--- src/rtl/dacld_pkg.sv ---
package dacld_pkg;
  localparam int CODE_W = 12;
  localparam int LO_W   = 8;
  localparam int HI_W   = CODE_W - LO_W;
  localparam logic [CODE_W-1:0] MID_CODE = 12'h800;

  typedef struct packed {
    logic [HI_W-1:0] hi;
    logic [LO_W-1:0] lo;
  } rank_t;

  function automatic rank_t rank_mid();
    rank_t r;
    r = rank_t'(MID_CODE);
    return r;
  endfunction
endpackage

--- src/rtl/dacld_strobe.sv ---
module dacld_strobe (
  input  logic clk,
  input  logic rst_n,
  input  logic wr_in,
  input  logic mode_in,
  output logic fire,
  output logic mode_q
);
  logic wr_q;

  always_ff @(posedge clk or negedge rst_n) begin
    if (!rst_n) begin
      wr_q   <= 1'b0;
      mode_q <= 1'b0;
    end else begin
      wr_q <= wr_in;
      if (!wr_in) mode_q <= mode_in;
    end
  end

  assign fire = wr_in & ~wr_q;
endmodule

--- src/rtl/dacld_decode.sv ---
module dacld_decode #(
  parameter int ADDR_W = 16,
  parameter int NCH    = 4,
  parameter int CH_W   = $clog2(NCH),
  parameter int BASE_W = ADDR_W - CH_W - 2,
  parameter logic [BASE_W-1:0] BASE = '0
) (
  input  logic              fire,
  input  logic              mode_q,
  input  logic [ADDR_W-1:0] addr,
  output logic [NCH-1:0]    ld_sel,
  output logic              ld_hi,
  output logic              upd_all
);
  localparam int UPD_BIT = CH_W + 1;

  logic            hit;
  logic            upd_bit;
  logic [CH_W-1:0] ch;
  logic            load;

  assign hit     = (addr[ADDR_W-1:UPD_BIT+1] == BASE);
  assign upd_bit = addr[UPD_BIT];
  assign ch      = addr[CH_W:1];
  assign ld_hi   = addr[0];
  assign load    = fire & hit & ~upd_bit;

  for (genvar i = 0; i < NCH; i++) begin : g_sel
    assign ld_sel[i] = load & (ch == CH_W'(i));
  end

  always_comb begin
    if (mode_q) upd_all = load & (ch == CH_W'(NCH - 1)) & ~ld_hi;
    else        upd_all = fire & hit & upd_bit;
  end
endmodule

--- src/rtl/dacld_chan.sv ---
module dacld_chan
  import dacld_pkg::*;
(
  input  logic              clk,
  input  logic              rst_n,
  input  logic              ld_en,
  input  logic              ld_hi,
  input  logic [LO_W-1:0]   wdata,
  input  logic              upd,
  output logic [CODE_W-1:0] code
);
  rank_t fr, fr_nxt;

  always_comb begin
    fr_nxt = fr;
    if (ld_en) begin
      if (ld_hi) fr_nxt.hi = wdata[HI_W-1:0];
      else       fr_nxt.lo = wdata;
    end
  end

  always_ff @(posedge clk or negedge rst_n) begin
    if (!rst_n) begin
      fr   <= rank_mid();
      code <= MID_CODE;
    end else begin
      fr <= fr_nxt;
      if (upd) code <= CODE_W'(fr_nxt);
    end
  end
endmodule

--- src/rtl/dacld_top.sv ---
module dacld_top
  import dacld_pkg::*;
#(
  parameter int ADDR_W = 16,
  parameter int NCH    = 4,
  parameter logic [ADDR_W-$clog2(NCH)-3:0] BASE = 12'h0C3
) (
  input  logic                  clk,
  input  logic                  rst_n,
  input  logic [ADDR_W-1:0]     bus_addr,
  input  logic [LO_W-1:0]       bus_wdata,
  input  logic                  bus_wr,
  input  logic                  last_trig_mode,
  output logic [NCH*CODE_W-1:0] dac_codes
);
  localparam int CH_W   = $clog2(NCH);
  localparam int BASE_W = ADDR_W - CH_W - 2;

  logic           fire;
  logic           mode_q;
  logic [NCH-1:0] ld_sel;
  logic           ld_hi;
  logic           upd_all;

  dacld_strobe u_strobe (
    .clk     (clk),
    .rst_n   (rst_n),
    .wr_in   (bus_wr),
    .mode_in (last_trig_mode),
    .fire    (fire),
    .mode_q  (mode_q)
  );

  dacld_decode #(
    .ADDR_W (ADDR_W),
    .NCH    (NCH),
    .CH_W   (CH_W),
    .BASE_W (BASE_W),
    .BASE   (BASE)
  ) u_dec (
    .fire    (fire),
    .mode_q  (mode_q),
    .addr    (bus_addr),
    .ld_sel  (ld_sel),
    .ld_hi   (ld_hi),
    .upd_all (upd_all)
  );

  for (genvar i = 0; i < NCH; i++) begin : g_ch
    dacld_chan u_chan (
      .clk   (clk),
      .rst_n (rst_n),
      .ld_en (ld_sel[i]),
      .ld_hi (ld_hi),
      .wdata (bus_wdata),
      .upd   (upd_all),
      .code  (dac_codes[i*CODE_W +: CODE_W])
    );
  end
endmodule

--- config.mk ---
export PLATFORM = sky130hd
export DESIGN_NAME = dacld_top
export DESIGN_NICKNAME = d
export VERILOG_FILES = /design/src/rtl/dacld_pkg.sv /design/src/rtl/dacld_strobe.sv /design/src/rtl/dacld_decode.sv /design/src/rtl/dacld_chan.sv /design/src/rtl/dacld_top.sv
export SDC_FILE = /design/constraint.sdc
export NUM_CORES = 1
export LEC_CHECK = 0
export ABC_AREA = 1
export BUFFER_PORTS_ARGS = -buffer_cell sky130_fd_sc_hd__buf_2
export CAP_MARGIN = 20
export CORE_UTILIZATION = 60
export CTS_CLUSTER_SIZE = 10
export DETAILED_ROUTE_END_ITERATION = 16
export HOLD_SLACK_MARGIN = 0.02
export PLACE_DENSITY = 0.9
export RECOVER_POWER = 100
export SLEW_MARGIN = 30
export SYNTH_ARGS = -nofsm -noshare
export SYNTH_HDL_FRONTEND = slang
export SYNTH_SLANG_ARGS = --single-unit
--- constraint.sdc ---
create_clock -name clk -period 2.2 [get_ports clk]
set_input_delay 0.33 -clock clk [delete_from_list [all_inputs] [get_ports clk]]
set_output_delay 0.33 -clock clk [all_outputs]
set_load 0.05 [all_outputs]
==> results of run 1 <==
-- where the power goes --
group          leakage (nW)  internal, mW  switching, mW
combinational          1.54        0.0516          0.147
clock                 0.107         0.589          0.627
sequential             1.34          1.80        0.00213
total                  2.99          2.44          0.776
-- synth_stat cells --
master    instances
nand3_1          52
nand4_1          52
buf_1             2
inv_1            18
nand2_1         316
clkbuf_1         16
nor2_2            3
dfrtp_1          90
dfstp_2           8
buf_2            13
buf_6             5
inv_2             2
buf_4             3
nor2_1           15
-- final cells by class --
class,instances,area share [%]
sequential,98,47.2
multi-input combinational,438,35.3
timing repair buffer,94,9.76
clock buffer,12,2.97
tap,99,2.37
inverter,20,1.44
clock inverter,4,0.935
-- how the worst min path moves through the flow --
stage                start  slack, ps                endpoint
floorplan            rst_n         30  g_ch[0].u_chan.code[0]
finish              bus_wr        130           u_strobe.wr_q
detailed placement   rst_n        360           u_strobe.wr_q
global route        bus_wr        120           u_strobe.wr_q
global placement     rst_n        360           u_strobe.wr_q
CTS                 bus_wr        110           u_strobe.wr_q
-- layout by cell type, fill, tap and decap left out --
cell           count
dfstp_2            8
clkbuf_2           1
nor2_2             1
buf_4             14
nand4_1           52
clkinv_2           2
nor2_1            17
clkbuf_1          50
inv_6              1
buf_12             4
bufinv_16          1
nand3_1           52
inv_2              2
nand2_1          316
inv_1             18
clkbuf_8          11
dfrtp_1           90
dlygate4sd3_1      1
buf_2             25
-- worst register-to-register path: cells and delay by family, from the launching register on --
family	cells	cell delay (ps)
and+or+nand+nor	9	1070
DFF	1	400
buffers and inverters	1	220
-- repair_timing --
item,CTS,global route
buffers inserted,0,0
endpoints found under the setup margin,0,0
hold endpoints to repair,32,0
hold buffers,1,0
-- per-stage QoR --
stage / cell area, sq um / worst slack, ps / std cells
finish: 5220 / 449 / 765
global route: 5220 / 330 / 765
CTS: 5290 / 493 / 765
detailed placement: 5070 / 389 / 748
global placement: 5070 / 534 / 748
floorplan: 4600 / 758 / 595
-- registers in the layout, indices dropped and copies added (netlist names) --
signal,flops
u_strobe.wr_q,1
g_ch.u_chan.code,48
u_strobe.mode_q,1
g_ch.u_chan.fr,48
-- cells by family after synthesis --
family        synth area share, %
simple gates                 40.2
buf+inv                      6.23
flops                        53.6
-- per-layer routing --
metal | part of all wire, % | wire length (microns) | GRT usage [%]
met5 | 0 | 0 | 0
met4 | 3.4 | 403 | 15.6
met3 | 8.8 | 1030 | 6.56
met2 | 47 | 5500 | 49.3
met1 | 41 | 4800 | 42.7
==> summary by stage, run 1 <==
Route
The routed wire length per instance is 15.3 microns. The count of vias placed by the detailed router is 4450. The first detailed-routing pass took 5 iterations. After detailed routing, the total wire length is 11700 microns. The detail route stage leaves a number of antenna-violating nets equal to 0. The number of remaining DRC errors is 0.

The number of DRC markers after the initial detailed-route iteration is 455. In the routed layout, each cell is associated on average with a via count of 5.82.

Setup path
The largest single stage delay on the critical path is 400 ps. The end point of the critical path is g_ch[1].u_chan.code[0]. The worst register-to-register path begins at u_strobe.wr_q.

The critical path endpoint category is a flip-flop. For the worst setup path, the data required time is 2510 ps. STA puts the critical path data arrival time at 2060 ps. The critical path is of the reg2reg type.

The critical path goes through nor2_1 -> nand2_1 -> nor2_1 -> nand3_1 -> nor2_1 -> nand3_1 -> nand2_1 -> buf_12 -> nand2_1 -> nand2_1. The most prevalent standard cell on the critical path is nand2_1. The number of buffers and inverters on the critical path is 1.

The critical path runs through a total of 10 cells. In this run the critical register-to-register path is captured at g_ch[1].u_chan.code[0]. The number of cells on the worst reg-to-reg path is 10. The worst reg-to-reg setup slack is 450 ps.

The slowest stage of the critical path belongs to the cell dfrtp_1. Along the worst path, the maximum fanout reaches 48. The family of cells with the greatest summed delay on the critical path is simple AND/OR/NAND/NOR gates. STA classifies the critical path startpoint as a flip-flop. The origin of the worst setup path is u_strobe.wr_q.

Timing
The remaining max-slew budget at the tightest pin is 26.5%. Setup repair after global routing left no endpoint under its margin. The tightest hold path in the finished design has a slack of 130 ps. The slew at the pin closest to its max-slew limit is 1100 ps. The peak clock frequency supported by timing is 0.571 GHz. After routing, the total negative slack on setup checks comes to 0 ps. The clock arrives with 8.71 ps of skew. The count of endpoints failing setup in the final report is 0. The final critical delay including setup and external delays is 1750 ps. The final critical-path share of the clock period is 79.6%. The number of hold-slack violations in the final timing report was 0.

The number of pins exceeding their max-slew limit in the final report came to 0.

Cells and area
In the final layout, the share of cells above drive strength 1 is 10.5%. Counting the fill cells in the layout gives 585. The area used by sequential logic in the layout is 2460 sq um. The final-stage net count is 689. The number of antenna diodes in the final layout is 0. Once layout is complete, the utilization of the core stands at 71.2%. The area taken by multi-input logic gates is 1840 sq um. Compared with the post-synthesis result, the final layout area differs by 13.5%.

Logic synthesis
The mean post-synth cell area is 7.72 sq um. The number of distinct library cell variants in the gate-level netlist after synthesis is 14. After synthesis the netlist holds a flip-flop and latch count of 98. For this run, the register share of the synthesized area comes to 53.6%. After technology mapping, the gate count stands at 595. By area the synthesized netlist is led by dfrtp_1 49%, nand2_1 26%, nand4_1 7.1%. The portion of synthesized cell area occupied by the leading cell type is 49.0%. The post-synthesis cell type with the largest combined area is dfrtp_1. When the netlist entered floorplanning its net count stood at 623.

The netlist area before placement is 4600 sq um. The total number of yosys warnings is 0.

Clock tree
The total clock sinks is 98. The clock reaches the later pin of the worst-skew pair after 370 ps. The maximum level of the CTS H-tree is 3. The root buffer selected by CTS is clkbuf_8. Clock-pin slew was measured on the worst setup and hold paths at 90 ps. The number of gates resized after CTS was 0. The CTS buffer count is 9. The clock tree from TritonCTS is yes.

The longest clock path from root to sink contains 2 buffers.

Worst hold path
Counting instances, the worst hold path has a depth of 1. The min-delay analysis places its worst path in the category in2reg.

Power
The total power draw is 3.22 mW. VDD sags by at most 0.343 mV. The total power divided by cell area is 617 nW/um^2.

The leakage power total is 2.99 nW.

Die
The width of the die is 89.5 microns. The overall die area is 8010 sq um. During I/O placement, the number of pins put on the boundary was 76. After floorplanning, the core was sized to cover 7330 sq um. The initial utilization of the core area, before any placement, comes to 62.7%. The y dimension of the die is 89.5 microns. The number of cell rows is 31.

Place
The estimated wirelength of the detail-placed design is 7780 microns. The weighted congestion reported at the end of routability-driven placement is 0.922. The count of buffers added on input and output ports is 75.

Job
The max capacitance violation total is 0.

Global routing
The number of antenna violations at the first check in global routing is 0. Global routing used 31.7% of the available tracks. The first global-routing pass estimated 19000 microns of wire. The maximum number of pins on one net before global-route repair is 49. The number of global-route vias before repair is 4052. The sum of overflow across all layers after global routing is 0.

Status
The run finished with clean final reports.
(Power assumes the default switching activity.)
==> run 2: changes to the inputs <==
CORE_UTILIZATION = 56   (was 60)
PLACE_DENSITY = 0.85   (was 0.9)
clock period = 1.7 ns   (was 2.2 ns; I/O delays follow)
==> summary by stage, run 2 (synthesis gave the netlist of run 1 again) <==
Clock tree
The clock tree from TritonCTS is yes. In this run the deepest clock path goes through 2 buffers. The clock latency on the worst-skew pair is 370 ps. The root buffer selected by CTS is clkbuf_8. The H-tree was split into 3 levels. Clock-pin slew was measured on the worst setup and hold paths at 100 ps. The CTS buffer count is 9.

The total clock sinks is 98. The total setup buffers inserted after CTS is 0.

Route
In this run the remaining antenna-violating nets after routing total 0. Before antenna repair, the detailed router went through 8 iterations. The met3 wirelength from detailed routing is 1010 microns. The total met2 wirelength after detailed routing is 5580 microns. In the routed layout, each cell is associated on average with a via count of 5.62. The count of vias placed by the detailed router is 4361. The top routing layer in use is met4. The routed wire length per instance is 15.5 microns. The routed length on met1 is 5060 microns.

The number of remaining DRC errors is 0. For this block, the routed nets add up to 12000 microns of wire. In this run, the number of DRC markers left after iteration 0 of detailed routing was 439.

Place
Once detailed placement completed, the half-perimeter wirelength came to 7740 microns. The weighted congestion reported at the end of routability-driven placement is 0.864. The quantity of I/O buffers inserted on ports is 75.

Global routing
The maximum number of pins on one net before global-route repair is 49. Summed over all layers, the global routing overflow is 0. The global-route usage over all layers is 29.9%. The number of global-route vias before repair came to 4148. The first-pass GRT wire length is 19800 microns. The number of antenna violations at the first check in global routing came to 0.

Die
The starting density of the core is 58.6%. The width of the die is 92.6 microns. The area of the core region is 7850 sq um.

The total I/O pin count is 76. The initialized floorplan defines 32 standard-cell rows. The floorplan step defined a die boundary enclosing 8570 sq um.

From bottom edge to top edge, the die measures 92.6 microns.

Timing
Timing would allow up to 0.645 GHz. Setup repair after global routing left no endpoint under its margin. Adding up every negative setup slack in the final design gives 0 ps. The number of hold-slack violations in the final timing report is 0. The slew at the pin closest to its max-slew limit is 641 ps. The remaining max-slew budget at the tightest pin is 57.3%. The final critical-path share of the clock period is 91.2%. The final critical delay including setup and external delays is 1550 ps. The setup clock skew after layout is 7.10 ps.

The number of pins exceeding their max-slew limit in the final report was 0. Setup violations remaining at the end of the flow were counted as 0. Final hold analysis gives a worst-case slack of 75.6 ps.

Setup path
On the critical path, the stage with the largest delay is an instance of dfrtp_1. The worst setup path is launched from a flip-flop. For the worst setup path, the data arrival time is 1870 ps. The longest individual stage delay on the worst path is 390 ps. The critical path endpoint category is a flip-flop.

The critical path class is reg2reg. In this run the worst path has a maximum fanout of 24. Counting stages on the worst path, the most repeated cell is nand2_1. The family of cells with the greatest summed delay on the critical path is simple AND/OR/NAND/NOR gates. Walking the worst path, the cells encountered are nor2_1 -> nand2_1 -> nor2_2 -> nand3_1 -> nor2_1 -> nand3_2 -> nand2_4 -> clkbuf_16 -> nand2_1 -> nand2_1. The critical path data required time is 2010 ps. The count of buffering cells on the critical path with inverters included is 1.

Power
IR analysis of the VDD net gives a maximum drop of 0.476 mV. In this run the static leakage power is 3.02 nW. Power spread over the standard cell area amounts to 791 nW/um^2.

Cells and area
The ratio of cells with drive above 1 in the final layout is 12.5%. The most common library cell in the layout ignoring fill and taps is nand2_1. The largest registers in the layout are g_ch.u_chan.code x48, g_ch.u_chan.fr x48. Fill cells in the final layout number 662. In the layout the commonest cells are 315 x nand2_1, 90 x dfrtp_1, 52 x nand4_1. The number of antenna cells inserted is 0.

The final-stage net count is 697. For this run, the share of the core covered by cells in the final layout is 67.6%. Compared with the post-synthesis result, the final layout area differs by 15.4%.

Worst hold path
In this run the worst hold path is classified as in2reg.

Job
The max capacitance violation total is 0.

Status
The run finished with clean final reports.
## run 2: path summary, 6_finish.rpt
check                                        start                 endpoint  slack (ps)  cells past startpoint
max                                  u_strobe.wr_q   g_ch[0].u_chan.code[1]         150                     10
max in group asynchronous                    rst_n     g_ch[0].u_chan.fr[8]         460                      3
min                                 last_trig_mode          u_strobe.mode_q          80                      3
max reg2reg                          u_strobe.wr_q   g_ch[0].u_chan.code[1]         150                     10
min in group asynchronous                    rst_n            u_strobe.wr_q         290                      2
min reg2reg                g_ch[2].u_chan.code[11]  g_ch[2].u_chan.code[11]         490                      2
## run 2: layout make-up
type                    count  area, sq um  share of cell area (%)
clock buffers              10          138                    2.60
flip-flops and latches     98         2460                    46.4
inverters                  20         75.1                    1.42
multi-input cells         438         1860                    35.0
repair buffers            102          569                    10.7
clock inverters             6         72.6                    1.37
well taps                 102          128                    2.41
## run 2: worst register-to-register path, stage by stage (launching register included)
cell       delay [ps]
dfrtp_1           390
nor2_1             80
nand2_1            60
nor2_2            120
nand3_1            80
nor2_1            120
nand3_2           130
nand2_4           160
clkbuf_16         210
nand2_1            70
nand2_1            70
## run 2: power breakdown
group	leakage [nW]	switching, mW	internal [mW]
logic	1.59	0.194	0.0695
clock network	0.0971	0.856	0.735
registers	1.34	0.00324	2.33
total	3.02	1.05	3.14
## run 2: through the flow
step | instances | instance area [sq um] | total power [mW] | setup slack, ps
after global routing | 776 | 5300 | 4.32 | 29.2
after detailed placement | 757 | 5110 | 2.64 | 124
after CTS | 775 | 5340 | 4.22 | 123
final | 776 | 5300 | 4.19 | 150
after global placement | 757 | 5110 | 2.63 | 190
after floorplan | 595 | 4600 | 2.49 | 258
## run 2: metal layers
layer,GRT usage [%],up-vias
met2,47.6,220
li1,-,2058
met4,11.7,0
met1,40.8,2049
met3,5.17,34
met5,3.21,-
## run 2: timing repair
action / CTS / global route
hold endpoints to repair: 17 / 0
setup endpoints to repair: 0 / 45
resized for setup: 0 / 5
hold buffers: 2 / 0
==> run 3: changes to the inputs <==
CELL_PAD_IN_SITES_DETAIL_PLACEMENT = 2   (was unset)
CELL_PAD_IN_SITES_GLOBAL_PLACEMENT = 2   (was unset)
CORE_UTILIZATION = 32   (was 56)
==> summary by stage, run 3 (synthesis gave the netlist of run 1 again) <==
Status
The run finished with clean final reports.

Timing
The number of pins exceeding their max-slew limit in the final report is 0. Setup violations remaining at the end of the flow were counted as 0. Once routing completed, OpenROAD measured the worst setup slack at 4.32 ps.

The worst hold slack is 91.6 ps. Dividing the final minimum period by the clock period gives 99.7%. For this run, the top clock speed supported by timing is 0.590 GHz. The worst pin sits at a relative slew slack of 41.2%. Subtracting the final worst setup slack from the clock period gives 1700 ps. The slew at the pin closest to its max-slew limit is 883 ps. The number of hold-slack violations in the final timing report is 0. The setup clock skew after layout is 6.05 ps.

Route
The routed layout has 4503 vias. After detailed routing, the average wire length per cell comes to 20.4 microns. The antenna violation net count after detailed routing is 0. The number of DRC markers after the initial detailed-route iteration is 184. The number of remaining DRC errors is 0.

After detailed routing, the number of vias per cell comes to 5.25. The total length of routed wires is 17500 microns. The first detailed-routing pass took 4 iterations.

Cells and area
Excluding fillers, the count of instances in the completed layout stands at 858. The cell area after layout is 5670 sq um. The number of antenna diodes in the final layout is 0. The ratio of cells with drive above 1 in the final layout is 13.4%. The final-stage net count is 701. In the layout the commonest cells are 315 x nand2_1, 90 x dfrtp_1, 52 x nand4_1.

Relative to the synthesized area, the layout overhead comes to 23.3%. Leaving out fill and tap cells, the most frequent cell in the layout is nand2_1. The largest registers in the layout are g_ch.u_chan.code x48, g_ch.u_chan.fr x48.

Clock tree
TritonCTS built the clock tree. After clock tree synthesis, the clock-pin slew on the worst setup and hold paths is 70 ps. Counting along the longest clock path gives a buffer depth of 2. The root buffer selected by CTS is clkbuf_16. The clock latency on the worst-skew pair is 370 ps. The total clock sinks is 98. CTS built an H-tree with a depth of 3. The CTS buffer count is 9.

Global routing
Entering global routing, the biggest net connects 49 pins. The number of global-route vias before repair is 4965. The first global-routing pass estimated 26400 microns of wire.

The number of antenna violations at the first check in global routing came to 0. Global routing finished with a remaining overflow of 0. The global-route usage over all layers is 23.7%.

Die
The total area inside the core boundary comes to 13900 sq um. The overall die area is 14800 sq um. Row generation in the floorplan step produced 43 rows. The y dimension of the die is 122 microns. The total I/O pin count is 76.

The width of the die is 122 microns. The starting density of the core is 33.0%.

Power
The total power draw is 5.19 mW. The total power divided by cell area is 916 nW/um^2. The leakage power total is 3.15 nW.

IR analysis of the VDD net gives a maximum drop of 0.652 mV.

Setup path
The largest fanout on the critical path is 7. STA classifies the critical path startpoint as a flip-flop. The critical path data required time is 2000 ps.

The critical path endpoint category is a flip-flop. The data arrival at the endpoint of the critical path is 2000 ps. The critical path class is reg2reg.

Place
Including well taps, the total number of placed cells is 834. The total placed instance area is 5200 sq um. The weighted congestion reported at the end of routability-driven placement is 0.760. Timing analysis after detailed placement gives a worst setup slack of -54.1 ps.

The estimated wirelength of the detail-placed design is 10900 microns. The count of buffers added on input and output ports is 75.

Job
The max capacitance violation total is 0.

Worst hold path
The class of the tightest hold or removal check is in2reg.
==> run 3: cell types whose count changed in the layout (fill, tap and decap cells not counted), moves of 2 or more <==
cell        before  now
clkbuf_2         5    1
clkinvlp_4       3    1
nor2_2           2    4
nor2_1          16   14
bufinv_16        1    4
clkbuf_16        1   12
clkbuf_8        10    0
buf_2           25   29
==> run 3: where the power goes <==
| group | switching, mW | leakage, nW | internal, mW |
|---|---|---|---|
| Sequential | 0.00432 | 1.34 | 2.33 |
| Combinational | 0.216 | 1.64 | 0.0684 |
| Clock | 0.971 | 0.173 | 1.59 |
==> run 3: area by class of cell <==
class                   count  area, sq um
clock buffers              10          229
well taps                 180          225
flip-flops and latches     98         2460
clock inverters             6          136
inverters                  20         75.1
fillers                  1598         8270
repair buffers            106          656
multi-input cells         438         1880
==> run 3: final timing paths <==
path | from | endpoint | slack [ps] | cells after the start
hold / removal | bus_wr | u_strobe.wr_q | 90 | 1
hold reg to reg | g_ch[2].u_chan.code[11] | g_ch[2].u_chan.code[11] | 490 | 2
min in group asynchronous | rst_n | g_ch[3].u_chan.code[5] | 300 | 2
setup reg to reg | u_strobe.wr_q | g_ch[0].u_chan.code[9] | 4 | 10
max in group asynchronous | rst_n | g_ch[1].u_chan.fr[2] | 310 | 3
setup / recovery | u_strobe.wr_q | g_ch[0].u_chan.code[9] | 4 | 10
==> run 3: per-layer routing <==
| metal | part of all wire (%) | GRT usage [%] | up-vias |
|---|---|---|---|
| met3 | 3.2 | 4.49 | 41 |
| met2 | 50 | 40.9 | 94 |
| met1 | 43 | 28.1 | 2312 |
| met5 | 0 | 0 | - |
| li1 | - | - | 2056 |
| met4 | 3.8 | 11.4 | 0 |
==> run 3: what timing repair did <==
item / 4_1_cts / 5_1_grt
hold buffers: 1 / 0
gates cloned: 0 / 6
setup buffers: 0 / 1
pin swaps: 0 / 3
setup endpoints to repair: 5 / 48
resized for setup: 2 / 10
hold endpoints to repair: 17 / 0
==> run 3: critical path, stage by stage, from the launching register on <==
cell,delay (ps)
dfrtp_1,400
nor2_1,120
nand2_1,80
nor2_2,100
nand3_1,100
nor2_2,180
nand3_4,130
nand2_8,180
buf_6,180
nand2_1,70
nand2_1,70
==> run 3: stage by stage <==
step	utilization, %	TNS, ps
after floorplan	-	0
after global placement	37.3	0
after detailed placement	37.3	-122
after CTS	40.1	0
after global routing	40.7	-1680
final	40.7	0
